===== src/rtl/usp_pkg.sv =====
`timescale 1ns/1ps
package usp_pkg;
    localparam logic [3:0] MODE_SPI_MST = 4'hE;
    localparam logic [3:0] MODE_SPI_SLV = 4'hF;

    typedef enum logic [2:0] {M_IDLE, M_LEAD, M_HIGH, M_LOW, M_TRAIL} mst_state_e;
    typedef enum logic [1:0] {S_IDLE, S_SHIFT, S_HOLD} slv_state_e;
endpackage


===== src/rtl/usp_cfg.sv =====
`timescale 1ns/1ps
module usp_cfg #(
    parameter int DIV_W = 16
) (
    input  logic             clk,
    input  logic             rst_n,
    input  logic             cfg_we,
    input  logic [3:0]       cfg_mode,
    input  logic [DIV_W-1:0] cfg_div,
    input  logic             tx_srst,
    input  logic             rx_srst,
    output logic [3:0]       mode_q,
    output logic [DIV_W-1:0] div_eff,
    output logic             div_zero,
    output logic             locked,
    output logic             mode_chg
);
    localparam logic [DIV_W-1:0] DIV_MIN = DIV_W'(2);

    logic [DIV_W-1:0] div_q;
    logic             seen_q;
    logic             pend_tx_q;
    logic             pend_rx_q;

    assign mode_chg = cfg_we && (cfg_mode != mode_q);
    assign div_eff  = (div_q < DIV_MIN) ? DIV_MIN : div_q;
    assign div_zero = (div_q == '0);
    assign locked   = pend_tx_q || pend_rx_q;

    always_ff @(posedge clk or negedge rst_n) begin
        if (!rst_n) begin
            mode_q    <= 4'h0;
            div_q     <= '0;
            seen_q    <= 1'b0;
            pend_tx_q <= 1'b0;
            pend_rx_q <= 1'b0;
        end else begin
            if (tx_srst) pend_tx_q <= 1'b0;
            if (rx_srst) pend_rx_q <= 1'b0;
            if (cfg_we) begin
                mode_q <= cfg_mode;
                div_q  <= cfg_div;
                seen_q <= 1'b1;
                if (mode_chg && seen_q) begin
                    pend_tx_q <= 1'b1;
                    pend_rx_q <= 1'b1;
                end
            end
        end
    end
endmodule


===== src/rtl/usp_master.sv =====
`timescale 1ns/1ps
module usp_master
    import usp_pkg::*;
#(
    parameter int DATA_W = 8,
    parameter int DIV_W  = 16
) (
    input  logic              clk,
    input  logic              rst_n,
    input  logic              clr,
    input  logic              en,
    input  logic [DIV_W-1:0]  div_eff,
    input  logic              div_zero,
    input  logic [DATA_W-1:0] tx_data,
    input  logic              tx_valid,
    output logic              tx_ready,
    input  logic              miso_i,
    output logic              mosi_o,
    output logic              sck_o,
    output logic              ss_n_o,
    output logic [DATA_W-1:0] rx_data,
    output logic              rx_valid
);
    localparam int CNT_W = (DATA_W > 2) ? $clog2(DATA_W) : 1;
    localparam logic [CNT_W-1:0] LAST_BIT = CNT_W'(DATA_W - 1);

    mst_state_e        state, state_d;
    logic [DIV_W-1:0]  hcnt;
    logic [CNT_W-1:0]  bitcnt;
    logic [DATA_W-1:0] sh_tx, sh_rx;
    logic              half_done, start;

    assign half_done = (hcnt == '0);
    assign tx_ready  = en && !div_zero && !clr && (state == M_IDLE);
    assign start     = tx_valid && tx_ready;
    assign mosi_o    = sh_tx[DATA_W-1];

    always_comb begin
        state_d = state;
        unique case (state)
            M_IDLE:  if (start)     state_d = M_LEAD;
            M_LEAD:  if (half_done) state_d = M_HIGH;
            M_HIGH:  if (half_done) state_d = (bitcnt == LAST_BIT) ? M_TRAIL : M_LOW;
            M_LOW:   if (half_done) state_d = M_HIGH;
            M_TRAIL: if (half_done) state_d = M_IDLE;
            default:                state_d = M_IDLE;
        endcase
    end

    always_ff @(posedge clk or negedge rst_n) begin
        if (!rst_n)   state <= M_IDLE;
        else if (clr) state <= M_IDLE;
        else          state <= state_d;
    end

    always_ff @(posedge clk or negedge rst_n) begin
        if (!rst_n) begin
            hcnt     <= '0;
            bitcnt   <= '0;
            sh_tx    <= '0;
            sh_rx    <= '0;
            sck_o    <= 1'b0;
            ss_n_o   <= 1'b1;
            rx_data  <= '0;
            rx_valid <= 1'b0;
        end else begin
            rx_valid <= 1'b0;
            if (clr) begin
                hcnt   <= '0;
                bitcnt <= '0;
                sck_o  <= 1'b0;
                ss_n_o <= 1'b1;
            end else begin
                if (state_d != state)    hcnt <= div_eff - 1'b1;
                else if (state != M_IDLE) hcnt <= hcnt - 1'b1;
                unique case (state)
                    M_IDLE: if (start) begin
                        sh_tx  <= tx_data;
                        ss_n_o <= 1'b0;
                        bitcnt <= '0;
                    end
                    M_LEAD, M_LOW: if (half_done) begin
                        sck_o <= 1'b1;
                        sh_rx <= {sh_rx[DATA_W-2:0], miso_i};
                    end
                    M_HIGH: if (half_done) begin
                        sck_o <= 1'b0;
                        if (bitcnt != LAST_BIT) begin
                            bitcnt <= bitcnt + 1'b1;
                            sh_tx  <= {sh_tx[DATA_W-2:0], 1'b0};
                        end
                    end
                    M_TRAIL: if (half_done) begin
                        ss_n_o   <= 1'b1;
                        rx_valid <= 1'b1;
                        rx_data  <= sh_rx;
                    end
                    default: ;
                endcase
            end
        end
    end
endmodule


===== src/rtl/usp_slave.sv =====
`timescale 1ns/1ps
module usp_slave
    import usp_pkg::*;
#(
    parameter int DATA_W      = 8,
    parameter int SYNC_STAGES = 2
) (
    input  logic              clk,
    input  logic              rst_n,
    input  logic              clr,
    input  logic              clr_abort,
    input  logic              en,
    input  logic              sck_i,
    input  logic              cs_n_i,
    input  logic              mosi_i,
    input  logic [DATA_W-1:0] tx_data,
    input  logic              tx_valid,
    output logic              tx_ready,
    output logic              miso_o,
    output logic              drive_o,
    output logic              cs_sync_o,
    output logic [DATA_W-1:0] rx_data,
    output logic              rx_valid,
    output logic              abort_o
);
    localparam int CNT_W = (DATA_W > 2) ? $clog2(DATA_W) : 1;
    localparam logic [CNT_W-1:0] LAST_BIT = CNT_W'(DATA_W - 1);

    slv_state_e        state, state_d;
    logic [SYNC_STAGES:0] sck_p, cs_p;
    logic [CNT_W-1:0]  bitcnt;
    logic [DATA_W-1:0] sh_tx, sh_rx;
    logic              loaded;
    logic              sck_rise, sck_fall, cs_rise, cs_fall;

    always_ff @(posedge clk or negedge rst_n) begin
        if (!rst_n) begin
            sck_p <= '0;
            cs_p  <= '1;
        end else begin
            sck_p <= {sck_p[SYNC_STAGES-1:0], sck_i};
            cs_p  <= {cs_p[SYNC_STAGES-1:0], cs_n_i};
        end
    end

    assign sck_rise  =  sck_p[SYNC_STAGES-1] && !sck_p[SYNC_STAGES];
    assign sck_fall  = !sck_p[SYNC_STAGES-1] &&  sck_p[SYNC_STAGES];
    assign cs_rise   =  cs_p[SYNC_STAGES-1]  && !cs_p[SYNC_STAGES];
    assign cs_fall   = !cs_p[SYNC_STAGES-1]  &&  cs_p[SYNC_STAGES];
    assign cs_sync_o =  cs_p[SYNC_STAGES-1];
    assign tx_ready  = en && !clr && (state == S_IDLE) && cs_sync_o && !loaded;
    assign drive_o   = en && !cs_sync_o;
    assign miso_o    = sh_tx[DATA_W-1];

    always_comb begin
        state_d = state;
        unique case (state)
            S_IDLE:  if (en && cs_fall) state_d = S_SHIFT;
            S_SHIFT: if (cs_rise) state_d = S_IDLE;
                     else if (sck_rise && bitcnt == LAST_BIT) state_d = S_HOLD;
            S_HOLD:  if (cs_rise) state_d = S_IDLE;
            default: state_d = S_IDLE;
        endcase
    end

    always_ff @(posedge clk or negedge rst_n) begin
        if (!rst_n)   state <= S_IDLE;
        else if (clr) state <= S_IDLE;
        else          state <= state_d;
    end

    always_ff @(posedge clk or negedge rst_n) begin
        if (!rst_n) begin
            bitcnt   <= '0;
            sh_tx    <= '1;
            sh_rx    <= '0;
            loaded   <= 1'b0;
            rx_data  <= '0;
            rx_valid <= 1'b0;
            abort_o  <= 1'b0;
        end else begin
            rx_valid <= 1'b0;
            if (clr) begin
                bitcnt <= '0;
                loaded <= 1'b0;
            end else begin
                unique case (state)
                    S_IDLE: begin
                        if (tx_valid && tx_ready) begin
                            sh_tx  <= tx_data;
                            loaded <= 1'b1;
                        end
                        if (en && cs_fall) begin
                            bitcnt <= '0;
                            loaded <= 1'b0;
                            if (!loaded) sh_tx <= '1;
                        end
                    end
                    S_SHIFT: begin
                        if (cs_rise) begin
                            abort_o <= 1'b1;
                        end else begin
                            if (sck_rise) begin
                                sh_rx <= {sh_rx[DATA_W-2:0], mosi_i};
                                if (bitcnt == LAST_BIT) begin
                                    rx_valid <= 1'b1;
                                    rx_data  <= {sh_rx[DATA_W-2:0], mosi_i};
                                end else begin
                                    bitcnt <= bitcnt + 1'b1;
                                end
                            end
                            if (sck_fall) sh_tx <= {sh_tx[DATA_W-2:0], 1'b1};
                        end
                    end
                    default: ;
                endcase
            end
            if (clr_abort) abort_o <= 1'b0;
        end
    end
endmodule


===== src/rtl/usart_spi_port.sv =====
`timescale 1ns/1ps
module usart_spi_port
    import usp_pkg::*;
#(
    parameter int DATA_W = 8,
    parameter int DIV_W  = 16
) (
    input  logic              clk,
    input  logic              rst_n,
    input  logic              cfg_we,
    input  logic [3:0]        cfg_mode,
    input  logic [DIV_W-1:0]  cfg_div,
    input  logic              tx_srst,
    input  logic              rx_srst,
    input  logic [DATA_W-1:0] tx_data,
    input  logic              tx_valid,
    output logic              tx_ready,
    output logic [DATA_W-1:0] rx_data,
    output logic              rx_valid,
    output logic              abort_flag,
    output logic              txd_o,
    output logic              txd_oe,
    input  logic              rxd_i,
    output logic              sck_o,
    output logic              sck_oe,
    input  logic              sck_i,
    output logic              rts_o,
    input  logic              cts_i
);
    logic [3:0]        mode_q;
    logic [DIV_W-1:0]  div_eff;
    logic              div_zero, locked, mode_chg, clr;
    logic              is_mst, is_slv;
    logic              m_ready, m_mosi, m_sck, m_ss_n, m_rx_valid;
    logic              s_ready, s_miso, s_drive, slv_cs_sync, s_rx_valid;
    logic [DATA_W-1:0] m_rx_data, s_rx_data;

    assign is_mst = (mode_q == MODE_SPI_MST);
    assign is_slv = (mode_q == MODE_SPI_SLV);
    assign clr    = tx_srst || rx_srst || mode_chg;

    usp_cfg #(.DIV_W(DIV_W)) u_cfg (
        .clk(clk), .rst_n(rst_n), .cfg_we(cfg_we), .cfg_mode(cfg_mode),
        .cfg_div(cfg_div), .tx_srst(tx_srst), .rx_srst(rx_srst),
        .mode_q(mode_q), .div_eff(div_eff), .div_zero(div_zero),
        .locked(locked), .mode_chg(mode_chg)
    );

    usp_master #(.DATA_W(DATA_W), .DIV_W(DIV_W)) u_mst (
        .clk(clk), .rst_n(rst_n), .clr(clr), .en(is_mst && !locked),
        .div_eff(div_eff), .div_zero(div_zero),
        .tx_data(tx_data), .tx_valid(tx_valid && is_mst), .tx_ready(m_ready),
        .miso_i(rxd_i), .mosi_o(m_mosi), .sck_o(m_sck), .ss_n_o(m_ss_n),
        .rx_data(m_rx_data), .rx_valid(m_rx_valid)
    );

    usp_slave #(.DATA_W(DATA_W), .SYNC_STAGES(2)) u_slv (
        .clk(clk), .rst_n(rst_n), .clr(clr), .clr_abort(rx_srst),
        .en(is_slv && !locked), .sck_i(sck_i), .cs_n_i(cts_i), .mosi_i(rxd_i),
        .tx_data(tx_data), .tx_valid(tx_valid && is_slv), .tx_ready(s_ready),
        .miso_o(s_miso), .drive_o(s_drive), .cs_sync_o(slv_cs_sync),
        .rx_data(s_rx_data), .rx_valid(s_rx_valid), .abort_o(abort_flag)
    );

    assign tx_ready = (is_mst && m_ready) || (is_slv && s_ready);
    assign rx_valid = m_rx_valid || s_rx_valid;
    assign rx_data  = m_rx_valid ? m_rx_data : s_rx_data;
    assign txd_o    = is_mst ? m_mosi : s_miso;
    assign txd_oe   = is_mst || (is_slv && s_drive);
    assign sck_o    = is_mst && m_sck;
    assign sck_oe   = is_mst;
    assign rts_o    = is_mst ? m_ss_n : 1'b1;
endmodule


===== config.mk =====
export PLATFORM = sky130hd
export DESIGN_NAME = usart_spi_port
export DESIGN_NICKNAME = d
export VERILOG_FILES = /design/src/rtl/usp_pkg.sv /design/src/rtl/usp_cfg.sv /design/src/rtl/usp_master.sv /design/src/rtl/usp_slave.sv /design/src/rtl/usart_spi_port.sv
export SDC_FILE = /design/constraint.sdc
export NUM_CORES = 1
export LEC_CHECK = 0
export ABC_AREA = 1
export BUFFER_PORTS_ARGS = -buffer_cell sky130_fd_sc_hd__buf_2
export CORE_ASPECT_RATIO = 2
export CORE_UTILIZATION = 55
export CTS_BUF_LIST = sky130_fd_sc_hd__clkbuf_4
export CTS_CLUSTER_DIAMETER = 200
export DETAILED_ROUTE_END_ITERATION = 12
export GPL_TIMING_DRIVEN = 0
export PLACE_DENSITY = 0.9
export SLEW_MARGIN = 5
export SYNTH_ARGS = -nofsm -noshare
export SYNTH_HDL_FRONTEND = slang
export SYNTH_SLANG_ARGS = --single-unit

===== constraint.sdc =====
create_clock -name clk -period 2.3 [get_ports clk]
set_clock_uncertainty 0.1 [all_clocks]
set_input_delay 0.46 -clock clk [delete_from_list [all_inputs] [get_ports clk]]
set_output_delay 0.46 -clock clk [all_outputs]
set_load 0.05 [all_outputs]

==> out/qor.yml <==
outcome:
  status: "complete, but fails checks"
  violations: "DRC, setup timing"
grt:
  grt_use_total_pct: 27.06
  antenna_found_initial: 1
  grt_pass1_vias: 5086
  grt_pass1_wl_um: 22380
  grt_max_degree: 88
  grt-ovfl-total: 0
worst_setup_path:
  worstPathRequired_ns: 2.66
  end_kind: "register"
  cp-start-kind: "register"
  cp.arrival_ns: 3.35
  crit_type: "reg -> reg"
  cp_max_fo: 8
synth:
  synth.distinct_cells: 43
  netlist_area_sq_mm: 0.005704
  yosys.area_share.simple_pct: 30.05
  syn_area_per_cell_sq_um: 7.879
  synth_compound_area_share_pct: 11.23
  yosys_warnings: 0
  synthFlopType: "dfrtp_1"
  yosysSeqAreaShare_pct: 48.08
  synth_top_area_cell: "dfrtp_1"
  synthTopCellsByArea: "dfrtp_1 (43%), nand2_1 (15%), o21ai_0 (6.8%), inv_1 (5.6%), dfstp_2 (5.5%)"
  ys_ff_latch: 109
  synth_nets: 766
  synthCells: 724
  synth_top_family_by_area: "simple AND/OR/NAND/NOR gates"
  synth-xor-area-share_pct: 0.3071
  async_flop_share_pct: 100.0
  yosysTopAreaCellShare_pct: 42.55
  synthMuxAreaShare_pct: 1.228
  synth_edf_count: 0
  synth_fa_ha_area_share_pct: 1.097
placement:
  dp_hpwl_um: 9773
  gp_congestion: 0.8630
  port_buffers: 50
finish:
  final_nets: 881
  area_delta_synth_final_pct: 32.35
  drive_gt1_share_pct: 34.60
drt:
  ant_nets: 0
  routed_wl_um: 17920
  first_iter_violations: 561
  route.detailed.drc: 1
  vias: 5653
  drt-wirelength-per-cell_um: 18.29
  detail_route.first_pass.iterations: 11
  avgViaCountPerCell: 5.768
timing:
  post-route-period-util_pct: 129.9
  min_period_ns: 2.988
  maxSlewViolCount: 0
  fmax_mhz: 334.7
  worst_pin_slew_ns: 0.6000
  rsz0062_at_grt: "true"
  layout_setup_ws_ns: -0.6879
  final.setup.tns_ns: -15.88
  max_slew_margin_pct: 60.00
  setup_violations: 64
  timing.final.hold_violations: 0
clock_network:
  cts_tree: "built"
  clk_latency_ns: 0.52
  htreeDepth: 3
  numCtsBuffers: 9
  cts_root_buf: "clkbuf_4"
  clkTransAtPathRegs_ns: 0.19
  cts_max_path_buffers: 2
  numClockSinks: 109
floorplanning:
  die-area_sq_mm: 0.01081
  initial_core_util_pct: 56.56
  die_x_um: 74.01
  rows: 52
  core_area_sq_mm: 0.01008
  io_pins: 53
  chipHeight_um: 146.0
run:
  drv_cap: 0
min_path:
  hold_class: "in -> reg"
[repair_timing]
item | CTS | global route
hold buffers | 3 | 0
buffers inserted | 15 | 34
cloned | 1 | 4
pin swaps | 16 | 59
gates resized for setup | 44 | 184
endpoints found under the hold margin | 24 | 0
endpoints found under the setup margin | 75 | 77
[synthesized netlist by cell type, drive strengths merged (3+ instances only)]
master and count:
nand3 57, nand4 7, buf 10, clkbuf 9
nor2 64, mux2i 7, dfrtp 97, a32o 3
nor3 4, inv 89, ha 5, or2 3
dfstp 12, o22ai 5, nand2 241, a21oi 9
o21ai 88
[state kept, by name, indices dropped and copies added (netlist names), 4 cells and up, named ones only]
signal         flops
u_mst.hcnt        16
u_cfg.mode_q       4
u_slv.sh_rx        7
u_mst.sh_rx        8
u_cfg.div_q       16
u_slv.rx_data      8
u_mst.sh_tx        8
u_mst.rx_data      8
[worst paths after layout]
kind / slack, ns / to / start / cells after the start
min in group asynchronous: 0.22 / u_cfg.div_q[11] / rst_n / 2
min reg2reg: 0.27 / u_slv.cs_p[1] / u_slv.cs_p[0] / 0
min: 0.02 / u_cfg.div_q[14] / cfg_div[14] / 3
max reg2reg: -0.69 / u_mst.hcnt[14] / u_cfg.mode_q[3] / 21
max in group asynchronous: 1.11 / u_slv.sh_tx[0] / rst_n / 3
max: -0.69 / u_mst.hcnt[14] / u_cfg.mode_q[3] / 21
[metrics by stage]
stage	setup slack [ns]	util, %	instance area, sq um	hold slack [ns]	std cells
3_5_place_dp	-0.5920	61.76	6228	0.2273	910
2_1_floorplan	-0.1471	-	5776	0.06441	724
3_3_place_gp	-0.5693	61.43	6195	0.2371	909
5_1_grt	-0.8151	74.86	7550	0.02520	980
4_1_cts	-0.5500	66.08	6664	0.03436	943
6_report	-0.6879	74.86	7550	0.01923	980
[placed cells by master, fill, tap and decap left out, types with 7 or more instances in the layout]
master,n
nand2_1,193
dfrtp_1,95
inv_1,75
o21ai_0,45
buf_2,45
nor2_1,35
nand3_1,35
buf_6,28
buf_4,28
nand2_2,27
o21ai_1,26
nand2_4,20
nor2_4,18
nand3_2,15
o21ai_2,14
dfstp_2,12
nor2_2,11
inv_2,9
clkbuf_4,9
nand3_4,7
mux2i_1,7
[logic make-up after synthesis]
kind of cell / Yosys count
AO/OA/AOI/OAI: 113
multiplexers: 7
adder cells (fa/ha/maj): 5
buffers and inverters: 110
XOR/XNOR: 2
AND/OR/NAND/NOR: 378
flip-flops: 109
[final cells by class]
cell class | instances | area [sq um]
Clock inverter | 7 | 88.84
Inverter | 91 | 362.8
Timing Repair Buffer | 105 | 875.8
Antenna cell | 1 | 2.502
Fill cell | 614 | 2535
Buffer | 17 | 155.1
Multi-Input combinational cell | 506 | 3083
Sequential cell | 109 | 2745
Tap cell | 135 | 168.9
Clock buffer | 9 | 67.56
[worst max-delay path, stage by stage, from the launching register on]
cell and delay, ns:
dfrtp_1 0.44, inv_1 0.09, nand2_1 0.07, nand2_1 0.07, nor2_2 0.12, nand2_2 0.10, a21oi_4 0.23, buf_6 0.16
nand4_4 0.15, nand3_4 0.16, nand2_8 0.11, nand2_8 0.15, nand2_4 0.06, o21ai_4 0.08, ha_4 0.17, nand3_4 0.11
buf_6 0.14, nor2_4 0.12, nand2_1 0.08, nand2_1 0.07, nand3_1 0.07, nand2_1 0.07
[metal layers]
layer / global-route usage (%) / vias up / wire length, um
met4: 15.77 / 0 / 1263
met1: 28.61 / 2644 / 5921
li1: - / 2550 / -
met5: 0 / - / 0
met3: 5.935 / 121 / 1075
met2: 47.23 / 338 / 9660
Power is left out: the tool's default activity adds up to more than one toggle a clock period on the data nets, which glitch-free logic cannot reach.
